File: src/rtl/txdefer_stats.sv
module txdefer_stats #(
  parameter int CNT_W     = 32,
  parameter int SLOT_10   = 6400,
  parameter int SLOT_100  = 640,
  parameter int SLOT_1000 = 512
) (
  input  logic             clk,
  input  logic             rst_n,
  input  logic             tx_enable,
  input  logic             frame_pend,
  input  logic             cause_busy,
  input  logic             cause_ipg,
  input  logic             cause_hdx,
  input  logic             cause_xoff,
  input  logic             cause_linkdown,
  input  logic             streaming,
  input  logic             tx_en,
  input  logic             crs,
  input  logic             tx_ok,
  input  logic             full_duplex,
  input  logic             sgmii,
  input  logic [1:0]       speed,
  input  logic             rd_defer,
  input  logic             rd_nocrs,
  output logic [CNT_W-1:0] defer_count,
  output logic [CNT_W-1:0] nocrs_count
);

  localparam int SLOT_MAX = (SLOT_10 > SLOT_100) ?
                            ((SLOT_10 > SLOT_1000) ? SLOT_10 : SLOT_1000) :
                            ((SLOT_100 > SLOT_1000) ? SLOT_100 : SLOT_1000);
  localparam int WIN_W = $clog2(SLOT_MAX + 1);

  logic             txen_q;
  logic             defer_done;
  logic             crs_seen;
  logic [WIN_W-1:0] win_left;
  logic [WIN_W-1:0] slot_load;

  wire defer_qual = cause_busy | cause_hdx | cause_xoff | cause_linkdown |
                    (cause_ipg & ~streaming);
  wire defer_evt  = tx_enable & frame_pend & defer_qual & ~defer_done;

  wire txen_rise  = tx_en & ~txen_q;
  wire in_window  = txen_rise | (win_left != '0);
  wire carrier_ok = (crs & in_window) | (~txen_rise & crs_seen);
  wire nocrs_evt  = tx_enable & tx_ok & ~full_duplex & ~sgmii & ~carrier_ok;

  always_comb begin
    case (speed)
      2'b00:   slot_load = WIN_W'(SLOT_10 - 1);
      2'b01:   slot_load = WIN_W'(SLOT_100 - 1);
      default: slot_load = WIN_W'(SLOT_1000 - 1);
    endcase
  end

  always_ff @(posedge clk or negedge rst_n) begin
    if (!rst_n) begin
      txen_q     <= 1'b0;
      defer_done <= 1'b0;
      crs_seen   <= 1'b0;
      win_left   <= '0;
    end else begin
      txen_q     <= tx_en;
      defer_done <= frame_pend & (defer_done | defer_evt);
      if (txen_rise) begin
        win_left <= slot_load;
        crs_seen <= crs;
      end else if (win_left != '0) begin
        win_left <= win_left - 1'b1;
        crs_seen <= crs_seen | crs;
      end
    end
  end

  logic [1:0][CNT_W-1:0] cnt;
  wire  [1:0]            evt = {nocrs_evt, defer_evt};
  wire  [1:0]            rd  = {rd_nocrs, rd_defer};

  for (genvar i = 0; i < 2; i++) begin : g_cnt
    always_ff @(posedge clk or negedge rst_n) begin
      if (!rst_n)
        cnt[i] <= '0;
      else if (rd[i])
        cnt[i] <= CNT_W'(evt[i]);
      else if (evt[i] && cnt[i] != '1)
        cnt[i] <= cnt[i] + 1'b1;
    end
  end

  assign defer_count = cnt[0];
  assign nocrs_count = cnt[1];

endmodule

File: config.mk
export PLATFORM = sky130hd
export DESIGN_NAME = txdefer_stats
export DESIGN_NICKNAME = d
export VERILOG_FILES = /design/src/rtl/txdefer_stats.sv
export SDC_FILE = /design/constraint.sdc
export NUM_CORES = 1
export LEC_CHECK = 0
export ABC_AREA = 1
export BUFFER_PORTS_ARGS = -buffer_cell sky130_fd_sc_hd__buf_2
export CAP_MARGIN = 25
export CORE_MARGIN = 3
export CORE_UTILIZATION = 25
export CTS_BUF_LIST = sky130_fd_sc_hd__clkbuf_16
export DETAILED_ROUTE_END_ITERATION = 10
export PLACE_DENSITY_LB_ADDON = 0.2
export SETUP_SLACK_MARGIN = 0.3
export SYNTH_ARGS = -nofsm -noshare
export SYNTH_HDL_FRONTEND = slang
export SYNTH_SLANG_ARGS = --single-unit
File: constraint.sdc
create_clock -name clk -period 2.1 [get_ports clk]
set_clock_uncertainty 0.2 [all_clocks]
set_input_delay 0.21 -clock clk [delete_from_list [all_inputs] [get_ports clk]]
set_output_delay 0.21 -clock clk [all_outputs]
set_load 0.1 [all_outputs]
==> results by group <==
Synth
  • Synth Register Bits: 80
  • Async set-or-reset flop fraction in the synthesized netlist: 100.0%
  • Synth Area in Compound Gates: 3.591%
  • Synth area leaders: dfrtp_1 (36%), nand2_1 (22%), nor2_1 (10%)
  • Seq/Total Area, Yosys: between 30% and 40%
  • Post-Synth XOR/XNOR Area: around 4.1%
  • Post-synthesis simple-gate area fraction: between 40 and 50%
  • Largest area contributor in the netlist: dfrtp_1
  • Synth Area in Adders: less than 1%
  • Mux cell area share after synthesis: 0%
  • Syn Area/Cell: 6.484 µm²
  • Post-synth EDFFs: 0
  • Synth Cell Area: 5505 µm²
  • Synth top area share: ~36%
  • Post-synth top cells: nand2_1 (319), nor2_1 (147), dfrtp_1 (80)
  • Yosys Warn Count: 0
  • Syn Inst Count: 849
  • Count of different cell masters after synthesis: 36
  • Largest family of logic cells by synthesized area: simple AND/OR/NAND/NOR gates
  • Count leader, synth: nand2_1
  • Top FF cell, synth: dfrtp_1
  • Synthesized Nets: around 870

Drt
  • DRC viols: 0
  • Detailed-route wire length: 19660 µm
  • Iteration-0 DRC Markers: 388
  • Vias: 6057
  • Antenna Nets Post-Route: 0
  • Vias per cell: between 4 and 5
  • DR pass1 iterations: 5
  • Per-cell routed wire length: roughly 15 µm

Min path
  • HP Class: in -> reg
  • Hold-critical path endpoint: defer_done$_DFF_PN0_
  • Min-delay src: streaming
  • Hold depth: 4

Final layout
  • Reg area: roughly 2200 µm²
  • Post-Layout Cell Count: 1312
  • Antenna diode count: 0
  • Multi-input logic area: 3501 µm²
  • Fin nets: roughly 1.1k
  • Area Overhead vs Synth: 46.02%
  • Filler cells: 2294
  • Final Instance Area: ~8000 µm²
  • Layout cells sized above 1: between 30% and 40%

Clock tree
  • Longest Clk Path Bufs: 2
  • Clk slew on worst S/H paths: about 0.060 ns
  • Worst skew pair latency: approximately 0.35 ns
  • Clock sink total: 80
  • Total CTS buffers: 9
  • Root buffer cell: clkbuf_16
  • H-tree depth: 3
  • CTS tree: done

Critical path
  • Worst setup EP type: register
  • Reg2Reg Setup Slack: roughly 0.22 ns
  • Crit Path Class: reg -> reg
  • Worst Path Arrival: 1.91 ns
  • Startpoint types: register
  • FF-to-FF path depth: 10
  • Max FO, Critical Path: 5
  • Worst EP required: 2.13 ns
  • Worst flop-to-flop path startpoint: win_left[3]$_DFFE_PN0N_
  • Worst r2r dst: nocrs_count[21]$_DFFE_PN0P_

Global routing
  • Gr ovfl total: 0
  • First-pass GRT wire length: 30910 µm
  • Largest net degree at the start of global routing: 41
  • Initial antenna violation count: 0
  • GRT Util Overall: 16.14%
  • Number of global-route vias before repair: about 5.8k

Floorplan
  • Core region area: around 21000 µm²
  • Chip Height: approximately 150 µm
  • Chip width: approximately 150 µm
  • Die Area: 23840 µm²
  • Num ports: 83
  • # rows: 53
  • Initial Util: around a quarter

Power
  • PwrDens: around 470 nW/µm²
  • Static Leak: 3.827 nW
  • Max VDD drop: approximately 0.00036 V

STA
  • Period utilisation layout: approximately 90%
  • Max Slew Vio Count: 0
  • Fmax achieved: 0.5317 GHz
  • # setup viols final: 0
  • Setup_tns: 0 ns
  • Slew @ Worst Pin: around 0.5 ns
  • Relative slew slack: between 60% and 70%
  • Fin crit period: 1.881 ns
  • Final hold viol count: 0
  • RSZ-0062 raised after global routing: yes

Run
  • Max cap viols: 0

Place
  • HPWL Detailed: between 10000 and 15000 µm
  • Gpl congestion: 0.8144
  • I/O Buffers: 82
  • DP Area: approximately 6700 µm²
  • Placed Cells: 1217

Outcome
  • Status: completed
cell families after synthesis:
family                   count (synthesis)
flip-flops                              80
adder cells (fa/ha/maj)                  4
AO/OA/AOI/OAI                           33
AND/OR/NAND/NOR                        612
XOR/XNOR                                26
buffers and inverters                   94
stage by stage:
stage | setup slack, ns | util, % | hold slack [ns] | power (mW)
floorplan | 0.08905 | - | -0.2856 | 1.973
detailed placement | 0.09771 | 31.16 | -0.03289 | 2.127
finish | 0.2193 | 37.65 | 0.05794 | 3.792
CTS | 0.2421 | 35.54 | 0.04368 | 3.781
global placement | 0.1459 | 31.16 | -0.03621 | 2.121
global route | 0.1263 | 37.65 | 0.08064 | 3.981
layout make-up:
cell class / count / share of cell area [%]
multi-input cells: 675 / 43.55
flip-flops and latches: 80 / 27.18
repair buffers: 193 / 17.65
well taps: 275 / 4.280
inverters: 71 / 3.564
clock buffers: 9 / 2.802
clock inverters: 7 / 0.5759
repair inverters: 2 / 0.4047
routing by layer:
| metal | global-route usage [%] | routed length (µm) | share of wire, % |
|---|---|---|---|
| met5 | 0 | 0 | 0 |
| met4 | 5.046 | 357 | 1.8 |
| met3 | 2.350 | 853 | 4.3 |
| met2 | 26.02 | 9181 | 47 |
| met1 | 22.37 | 9263 | 47 |
worst max-delay path, stage by stage, from the launching register on:
cell and delay, ns:
dfrtp_1 0.41, nor2_2 0.16, inv_1 0.11, nor2_4 0.11, nand3_2 0.09, nand2_2 0.10
nand4_4 0.13, buf_8 0.17, clkbuf_16 0.16, nand3_2 0.05, nand2_1 0.06
worst max path at each step:
stage	from	to	slack, ns	cells after the start
after floorplan	defer_count[1]$_DFFE_PN0P_	defer_count[31]$_DFFE_PN0P_	0.09	12
after global placement	defer_count[0]$_DFFE_PN0P_	defer_count[27]$_DFFE_PN0P_	0.15	11
after detailed placement	defer_count[0]$_DFFE_PN0P_	defer_count[27]$_DFFE_PN0P_	0.1	11
after CTS	nocrs_count[0]$_DFFE_PN0P_	nocrs_count[22]$_DFFE_PN0P_	0.24	11
after global routing	win_left[1]$_DFFE_PN0N_	nocrs_count[1]$_DFFE_PN0P_	0.13	11
final	win_left[3]$_DFFE_PN0N_	nocrs_count[21]$_DFFE_PN0P_	0.22	10
timing repair:
action	4_1_cts	5_1_grt
hold endpoints to repair	83	0
cloned	4	2
setup buffers	47	21
setup endpoints to repair	63	73
gates resized for setup	64	76
hold buffers	5	0
pin swaps	24	40
power by group:
group | total, mW | internal, mW | switching, mW
Sequential | 1.65 | 1.60 | 0.0539
Combinational | 0.611 | 0.225 | 0.386
Clock | 1.53 | 0.803 | 0.725
flip-flops by register name, indices dropped and copies added, names as in the netlist:
name         flops
nocrs_count     32
txen_q           1
defer_done       1
defer_count     32
crs_seen         1
win_left        13
cell usage in the layout (no fill, tap or decap), types with 11 or more instances in the layout:
master / netlist / layout
nand3_1: 73 / 63
xor2_1: 13 / 13
xnor2_1: 13 / 13
nor2_1: 147 / 120
nand2_2: 17 / 41
nor2_4: 1 / 11
nor2_2: 6 / 23
nand2_1: 319 / 282
inv_1: 66 / 62
nand2_4: 1 / 13
buf_2: 1 / 76
buf_4: 3 / 88
nand3_2: 2 / 11
dfrtp_1: 80 / 16
nand4_1: 26 / 26
dfrtp_4: 0 / 41
dfrtp_2: 0 / 23
No activity file was read; power rests on OpenSTA's default activity.
